<file path="config.mk">
export PLATFORM = sky130hd
export DESIGN_NAME = nvShadowRam
export DESIGN_NICKNAME = d
export VERILOG_FILES = /design/src/rtl/nvShadowPkg.sv /design/src/rtl/nvShadowCtrl.sv /design/src/rtl/nvShadowData.sv /design/src/rtl/nvShadowRam.sv
export SDC_FILE = /design/constraint.sdc
export NUM_CORES = 1
export LEC_CHECK = 0
export BUFFER_PORTS_ARGS = -buffer_cell sky130_fd_sc_hd__clkbuf_2
export CORE_MARGIN = 5
export CORE_UTILIZATION = 55
export CTS_CLUSTER_SIZE = 24
export DETAILED_ROUTE_END_ITERATION = 7
export PLACE_DENSITY_LB_ADDON = 0.05
export SLEW_MARGIN = 20
export SYNTH_ARGS = -nofsm -noshare
export SYNTH_HDL_FRONTEND = slang
export SYNTH_SLANG_ARGS = --single-unit
</file>
<file path="constraint.sdc">
create_clock -name clk -period 2.9 [get_ports clk]
set_input_delay 0.29 -clock clk [delete_from_list [all_inputs] [get_ports clk]]
set_output_delay 0.29 -clock clk [all_outputs]
set_load 0.01 [all_outputs]
</file>
<file path="src/rtl/nvShadowPkg.sv">
package nvShadowPkg;

  // Per-cycle strobes from control to datapath
  typedef struct packed {
    logic ramWrite;   // host write into RAM
    logic ramRead;    // host read from RAM
    logic toRam;      // transfer word backing -> RAM
    logic toShadow;   // transfer word RAM -> backing
  } xferStrobes_t;

endpackage

</file>
<file path="src/rtl/nvShadowCtrl.sv">
module nvShadowCtrl
  import nvShadowPkg::*;
#(
  parameter int ADDR_W = 6
) (
  input  logic              clk,
  input  logic              rstN,
  input  logic              csN,
  input  logic              weN,
  input  logic              storeN,
  input  logic              recallN,
  output xferStrobes_t      strobes,
  output logic [ADDR_W-1:0] xferAddr,
  output logic              busy
);

  localparam logic [ADDR_W-1:0] LAST_ADDR = {ADDR_W{1'b1}};

  logic storeSeen, recallSeen;
  logic storeFall, recallFall;
  logic selected, inhibit, accept;
  logic busyQ, dirToRamQ;
  logic [ADDR_W-1:0] cntQ;

  assign selected   = ~csN;
  assign inhibit    = ~storeN | ~recallN;
  assign storeFall  = storeSeen & ~storeN;
  assign recallFall = recallSeen & ~recallN;
  assign accept     = selected & ~busyQ & (storeFall | recallFall);

  always_ff @(posedge clk) begin
    if (!rstN) begin
      storeSeen  <= 1'b1;
      recallSeen <= 1'b1;
      busyQ      <= 1'b0;
      dirToRamQ  <= 1'b0;
      cntQ       <= '0;
    end else begin
      storeSeen  <= storeN;
      recallSeen <= recallN;
      if (accept) begin
        busyQ     <= 1'b1;
        dirToRamQ <= recallFall;   // restore wins a tie
        cntQ      <= '0;
      end else if (busyQ) begin
        if (cntQ == LAST_ADDR) busyQ <= 1'b0;
        cntQ <= cntQ + 1'b1;
      end
    end
  end

  always_comb begin
    strobes.ramWrite = selected & ~weN & ~inhibit & ~busyQ;
    strobes.ramRead  = selected &  weN & ~inhibit & ~busyQ;
    strobes.toRam    = busyQ &  dirToRamQ;
    strobes.toShadow = busyQ & ~dirToRamQ;
  end

  assign xferAddr = cntQ;
  assign busy     = busyQ;

endmodule

</file>
<file path="src/rtl/nvShadowData.sv">
module nvShadowData
  import nvShadowPkg::*;
#(
  parameter int ADDR_W = 6,
  parameter int DATA_W = 4
) (
  input  logic              clk,
  input  logic              rstN,
  input  xferStrobes_t      strobes,
  input  logic [ADDR_W-1:0] hostAddr,
  input  logic [ADDR_W-1:0] xferAddr,
  input  logic [DATA_W-1:0] dataIn,
  output logic [DATA_W-1:0] dataOut,
  output logic              dataOutEn
);

  localparam int DEPTH = 1 << ADDR_W;

  logic [DATA_W-1:0] ramMem    [DEPTH];
  logic [DATA_W-1:0] shadowMem [DEPTH];

  for (genvar w = 0; w < DEPTH; w++) begin : g_word
    logic hostHit, xferHit;
    assign hostHit = (hostAddr == ADDR_W'(w));
    assign xferHit = (xferAddr == ADDR_W'(w));

    always_ff @(posedge clk) begin
      if (!rstN) begin
        ramMem[w] <= '0;
      end else if (strobes.toRam && xferHit) begin
        ramMem[w] <= shadowMem[w];
      end else if (strobes.ramWrite && hostHit) begin
        ramMem[w] <= dataIn;
      end
    end

    always_ff @(posedge clk) begin
      if (!rstN) begin
        shadowMem[w] <= '0;
      end else if (strobes.toShadow && xferHit) begin
        shadowMem[w] <= ramMem[w];
      end
    end
  end

  always_ff @(posedge clk) begin
    if (!rstN) begin
      dataOut   <= '0;
      dataOutEn <= 1'b0;
    end else if (strobes.ramRead) begin
      dataOut   <= ramMem[hostAddr];
      dataOutEn <= 1'b1;
    end else begin
      dataOut   <= '0;
      dataOutEn <= 1'b0;
    end
  end

endmodule

</file>
<file path="src/rtl/nvShadowRam.sv">
module nvShadowRam
  import nvShadowPkg::*;
#(
  parameter int ADDR_W = 6,
  parameter int DATA_W = 4
) (
  input  logic              clk,
  input  logic              rstN,
  input  logic              csN,
  input  logic              weN,
  input  logic [ADDR_W-1:0] addr,
  input  logic [DATA_W-1:0] dataIn,
  input  logic              storeN,
  input  logic              recallN,
  output logic [DATA_W-1:0] dataOut,
  output logic              dataOutEn,
  output logic              busy
);

  xferStrobes_t      strobes;
  logic [ADDR_W-1:0] xferAddr;

  nvShadowCtrl #(.ADDR_W(ADDR_W)) u_ctrl (
    .clk      (clk),
    .rstN     (rstN),
    .csN      (csN),
    .weN      (weN),
    .storeN   (storeN),
    .recallN  (recallN),
    .strobes  (strobes),
    .xferAddr (xferAddr),
    .busy     (busy)
  );

  nvShadowData #(.ADDR_W(ADDR_W), .DATA_W(DATA_W)) u_data (
    .clk       (clk),
    .rstN      (rstN),
    .strobes   (strobes),
    .hostAddr  (addr),
    .xferAddr  (xferAddr),
    .dataIn    (dataIn),
    .dataOut   (dataOut),
    .dataOutEn (dataOutEn)
  );

endmodule

</file>
==> results.txt, run 1 <==
status: completed
Yosys cell types: 49
Rel. slew slack: 35.52%
Congestion Overflow GR: 0
Post-CTS Resized: 0
hold buffers post-CTS: 2
Critical Path Sink Type: flip-flop
clk sinks: 527
syn nets: 1842
CTS tree: yes
Cells after Synth: 1822
RR Endpoint: u_data.ramMem[41][3]$_DFFE_PP_
htree depth: 2
wire per inst: 30.10 µm
Tot Pwr: 16.60 mW
Clock Pin Slew Worst Setup and Hold Paths: 0.06 ns
IR drop worst, VDD: 0.5428 mV
ranking of synthesized cells by area: edfxtp_1 61%, a32o_1 7.5%, and3_1 6.4%
DR WL met2: 34.24 mm
Worst Setup EP: u_data.ramMem[41][3]$_DFFE_PP_
pwr dens: 592.5 nW/µm²
vias in the first global route: 17.32k
diodes inserted: 0
P_leak: 10.33 nW
CP Class: flip-flop to flip-flop
Hold/Removal Path Class: input pin to flip-flop
Final TNS setup: 0 ns
Num CTS Buffers: 55
Std-Cell Rows: 78
Post-Place Cells: 2357
Synth top cells by count: 512 x edfxtp_1, 258 x and3_1, 188 x a32o_1
Post-CTS Setup Inserts: 0
Die ar.: 50080 µm²
Via density: 7.140
Yosys top cell by area: edfxtp_1
Top FF cell, synth: edfxtp_1
DR top layer: met5
Crit Reg-Reg Startpoint: u_ctrl.busy$_SDFF_PN0_
top-count cell post-synth: edfxtp_1
startpoint types: flip-flop
Top Ports: 22
Mapped Area: 25140 µm²
Reg2Reg Depth: 5
Critical Path Start: u_ctrl.busy$_SDFF_PN0_
syn avg cell area: 13.80 µm²
FF+latch count, synth: 527
Post-synth EDFFs: 512
worst-margin pin slew: 0.9584 ns
DR WL met3: 7.775 mm
pin count of the biggest net entering global routing: 65
top cell type's share of synthesized area: 61.16%
Final Skew: 0.01994 ns
crit path DAT: 2.95 ns
minimum clock period: 2.471 ns
DRT antenna net count: 0
share of post-route cells with drive strength above 1: 18.64%
DRC viols: 0
Yosys Warn Count: 0
pre-CTS setup slack: 0.05843 ns
WP data required: 3.38 ns
critical path peak fanout: 10
Max Freq: 404.7 MHz
routability cong.: 0.8738
Async SR Flop Fraction: 0%
max-cap violations: 0
Core Area: 45280 µm²
final-layout fill cell count: 3439
final wirelength: 74.11 mm
worst skew pair latency: 0.61 ns
register area share after synthesis: 62.36%
Final Hold Viols: 0
fin crit share: 85.21%
nets: 1836
DIE WIDTH: 223.8 µm
# port buffers: 21
unrepaired setup endpoints after global routing: false
Initial Utilization: 55.51%
Max Slew Vio Count: 0
Detailed Route Iter0 Violations: 2504
min setup slack post-route: 0.4289 ns
Final Setup Violations: 0
GRT Total Usage: 29.16%
drt first pass iters: 6
M1 WL: 29.75 mm
initial antenna violation count: 2
CTS Buffer Depth: 3
R2R Setup Slk: 0.43 ns
die height: 223.8 µm
Finished Layout Cells: 2462
P&R area growth vs syn: 11.44%
via count: 17.58k
Clock Tree Root: clkbuf_16
first-pass GRT wire length: 110.9 mm
post-DP HPWL: 48.31 mm
==> cells by family (layout without fill, tap and decap cells) <==
kind of cell             Yosys count  count (layout)  synth area share, %
XOR/XNOR                           5               5               0.1742
AND/OR/NAND/NOR                  534             534                12.46
AO/OA/AOI/OAI                    442             442                15.06
flip-flops                       527             527                62.36
adder cells (fa/ha/maj)            4               4               0.1991
multiplexers                      89              89                6.097
buffers and inverters            221             261                3.648
==> through the flow <==
stage                     utilization [%]  instance area (µm²)  hold WS [ns]
final                               61.86                28010       0.09800
after CTS                           61.86                28010       0.07557
after floorplan                         -                25140        0.3994
after detailed placement            57.97                26250        0.5266
after global placement              57.97                26250        0.5206
after global routing                61.86                28010       0.09883
==> critical path, stage by stage (launching register included) <==
cell and delay, ns:
dfxtp_1 0.40, buf_4 0.21, nor4_4 0.34, nand3_1 0.51, a211oi_1 0.67, a32o_1 0.21
==> area by class of cell <==
class | instances | area (µm²) | share of cell area, %
Clock buffer | 78 | 1545 | 5.516
Tap cell | 600 | 750.7 | 2.680
Clock inverter | 25 | 196.4 | 0.7012
Sequential cell | 527 | 15680 | 55.95
Inverter | 6 | 27.53 | 0.09826
Timing Repair Buffer | 152 | 1236 | 4.413
Multi-Input combinational cell | 1074 | 8583 | 30.64
==> sequential cells by signal, indices dropped and copies added, names as in the netlist <==
register,cells
u_ctrl.dirToRamQ,1
u_data.dataOutEn,1
u_ctrl.busy,1
u_data.dataOut,4
u_ctrl.recallSeen,1
u_ctrl.xferAddr,6
u_ctrl.storeSeen,1
u_data.shadowMem,256
u_data.ramMem,256
==> routing by layer <==
layer  vias up  GRT usage (%)
met3       159          6.225
li1       7468              -
met1      8913          42.04
met4         4          8.656
met5         -              0
met2      1035          45.35
==> layout by cell type, fill, tap and decap left out, drive strengths merged, types with 8 or more instances in the layout <==
cell,synthesis,final
o221ai,64,64
buf,50,136
o21ai,68,68
edfxtp,512,512
and3,258,258
clkinv,0,20
nor3,60,60
mux4,48,48
mux2,24,24
and2,18,18
nand2,49,49
nand2b,8,8
o22ai,20,20
nand3,22,22
clkbuf,165,92
nor2,86,86
a22o,69,69
nor2b,14,14
a211oi,19,19
mux2i,17,17
a32o,188,188
dfxtp,15,15
nor4,8,8
==> worst min path at each step <==
stage                                           startpoint                        endpoint  slack [ns]  cells past startpoint
finish                                                 csN     u_data.dataOutEn$_SDFF_PN0_         0.1                      3
global route                                           csN     u_data.dataOutEn$_SDFF_PN0_         0.1                      3
CTS                                                    csN     u_data.dataOutEn$_SDFF_PN0_        0.08                      3
floorplan                                              csN     u_data.dataOutEn$_SDFF_PN0_        0.40                      1
global placement    u_data.shadowMem[1][114]$_SDFFCE_PN0P_  u_data.ramMem[60][2]$_DFFE_PP_        0.52                      1
detailed placement   u_data.shadowMem[1][91]$_SDFFCE_PN0P_  u_data.ramMem[54][3]$_DFFE_PP_        0.53                      1
==> report_power, final <==
part / leakage (nW) / total (mW) / internal, mW / switching [mW]
Clock: 0.856 / 6.94 / 3.96 / 2.98
Combinational: 4.05 / 0.940 / 0.303 / 0.637
Sequential: 5.42 / 8.72 / 8.58 / 0.136
Note: power is estimated with default switching activity, not from simulation.
==> run 2, diff against run 1 <==
BUFFER_PORTS_ARGS = -buffer_cell sky130_fd_sc_hd__buf_2   (was -buffer_cell sky130_fd_sc_hd__clkbuf_2)
CTS_BUF_LIST = sky130_fd_sc_hd__clkbuf_8   (was not set)
==> run 2 against run 1 <==
  * First-iteration DRC count grew 4.3%
  * Sequential power is essentially flat
  * Sequential share of layout area grew 0.070 points
  * Fmax shrank 3.1%
==> results.txt, run 2 (same netlist as run 1, synthesis figures left out) <==
initial antenna violation count: 0 (-2)
nets: 1874 (+2.1%)
Placed Area: 26260 µm² (about the same)
Hold/Removal Path Class: input pin to flip-flop
Max Slew Vio Count: 0 (unchanged)
Max Freq: 392.2 MHz (-3.1%)
Tot Pwr: 16.16 mW (-2.6%)
startpoint types: flip-flop
Seq. cell area: 15680 µm² (unchanged)
multi-input logic area: 8583 µm² (unchanged)
Core Util, Final: 61.79% (-0.077 points)
Hold Path Stages: 3 (unchanged)
CTS Buffer Depth: 3 (unchanged)
htree depth: 3 (+1)
# port buffers: 21 (unchanged)
Num CTS Buffers: 88 (+60%)
Post-CTS Setup Inserts: 0 (unchanged)
Core Area: 45280 µm² (unchanged)
commonest non-fill, non-tap cell in the layout: edfxtp_1
crit path DAT: 3.08 ns (+0.13 ns)
Std-Cell Rows: 78 (unchanged)
min-delay src: csN
drt first pass iters: 5 (-1)
unrepaired setup endpoints after global routing: false
pin count of the biggest net entering global routing: 65 (unchanged)
clk sinks: 527 (unchanged)
routability cong.: 0.8886 (+1.7%)
wire per inst: 30.08 µm (about the same)
WP data required: 3.43 ns (+0.05 ns)
DRC viols: 0 (unchanged)
P&R area growth vs syn: 11.30%
Clock Tree Root: clkbuf_8
IR drop worst, VDD: 0.3193 mV (-41%)
Critical Path Sink Type: flip-flop
most frequent cells in the layout: 512 x edfxtp_1, 258 x and3_1, 188 x a32o_1
fin crit share: 87.93% (+2.7 points)
first-pass GRT wire length: 112.8 mm (+1.7%)
Final TNS setup: 0 ns (unchanged)
pwr dens: 577.5 nW/µm² (-2.5%)
R2R Setup Slk: 0.35 ns (-0.08 ns)
Finished Layout Cells: 2527 (+2.6%)
critical path peak fanout: 33 (+23)
Via density: 7.170 (+0.42%)
max-cap violations: 0 (unchanged)
minimum clock period: 2.550 ns (+0.07891 ns)
Congestion Overflow GR: 0 (unchanged)
post-DP HPWL: 48.33 mm (about the same)
worst-margin pin slew: 0.9064 ns (-0.05199 ns)
Reg2Reg Depth: 5 (unchanged)
Die ar.: 50080 µm² (unchanged)
GRT Total Usage: 29.85% (+0.69 points)
P_leak: 10.46 nW (+1.2%)
Post-CTS Resized: 0 (unchanged)
Final Setup Violations: 0 (unchanged)
fin area: 27980 µm² (-0.13%)
min setup slack post-route: 0.3500 ns (-0.07891 ns)
share of post-route cells with drive strength above 1: 20.35% (+1.7 points)
hold_ws: 0.06276 ns (-0.03524 ns)
Rel. slew slack: 39.01% (+3.5 points)
status: completed
via count: 18.12k (+3.1%)
RR Endpoint: u_data.shadowMem[0][93]$_SDFFCE_PN0P_
Post-Place Cells: 2362 (+0.21%)
Crit Reg-Reg Startpoint: u_ctrl.busy$_SDFF_PN0_
Clock Pin Slew Worst Setup and Hold Paths: 0.07 ns (about the same)
Final Hold Viols: 0 (unchanged)
CP Class: flip-flop to flip-flop
worst skew pair latency: 0.70 ns (+0.09 ns)
vias in the first global route: 17.82k (+2.9%)
Detailed Route Iter0 Violations: 2612 (+4.3%)
DRT antenna net count: 0 (unchanged)
Worst Hold End: u_data.dataOutEn$_SDFF_PN0_
CTS tree: yes
die height: 223.8 µm (unchanged)
pre-CTS setup slack: 0.02046 ns (-0.03797 ns)
final wirelength: 76.02 mm (+2.6%)
final-layout fill cell count: 3471 (+0.93%)
Initial Utilization: 55.51% (unchanged)
Top Ports: 22 (unchanged)
Final Skew: 0.03584 ns (+0.01590 ns)
DIE WIDTH: 223.8 µm (unchanged)
hold buffers post-CTS: 2 (unchanged)
[run 2: cell count changes in the layout (fill, tap and decap cells not counted), sizes merged]
| cell | delta |
|---|---|
| inv | +26 |
| buf | +19 |
| clkinv | +13 |
| clkbuf | +3 |
| clkinvlp | +2 |
| bufinv | +1 |
| diode | +1 |
[run 2: area by class of cell]
cell class,count,share of cell area [%]
multi-input cells,1074,30.68
well taps,600,2.683
clock inverters,67,1.400
flip-flops and latches,527,56.02
inverters,6,0.09838
diodes,1,0.008944
repair buffers,157,4.436
clock buffers,95,4.673
[run 2: worst max-delay path by stage]
stage	start	to	depth (start not counted)
6_report	u_ctrl.busy$_SDFF_PN0_	u_data.shadowMem[0][93]$_SDFFCE_PN0P_	5
5_1_grt	u_ctrl.busy$_SDFF_PN0_	u_data.shadowMem[0][85]$_SDFFCE_PN0P_	5
4_1_cts	u_ctrl.busy$_SDFF_PN0_	u_data.shadowMem[0][93]$_SDFFCE_PN0P_	5
3_5_place_dp	addr[0]	u_data.dataOut[3]$_SDFF_PN0_	7
3_3_place_gp	addr[0]	u_data.dataOut[3]$_SDFF_PN0_	7
2_1_floorplan	u_ctrl.xferAddr[0]$_SDFFE_PP0P_	u_data.shadowMem[1][124]$_SDFFCE_PN0P_	6
[run 2: routing by layer]
metal  GRT usage (%)  vias up  routed length (µm)
li1                -     7570                   -
met4           9.486        0                2206
met2           47.19     1108               35640
met5               0        -                   0
met3           6.526      181                7387
met1           41.94     9260               30780
[run 2: critical path: stages (launching register included)]
cell and delay [ns]:
dfxtp_1 0.60, buf_4 0.25, nand3b_1 0.29, nor2_4 0.59, buf_4 0.41, and3_1 0.21
[run 2: power by group]
group	total (mW)	internal, mW	switching (mW)
clock	6.50	3.38	3.12
combinational	0.929	0.289	0.640
sequential	8.73	8.59	0.140
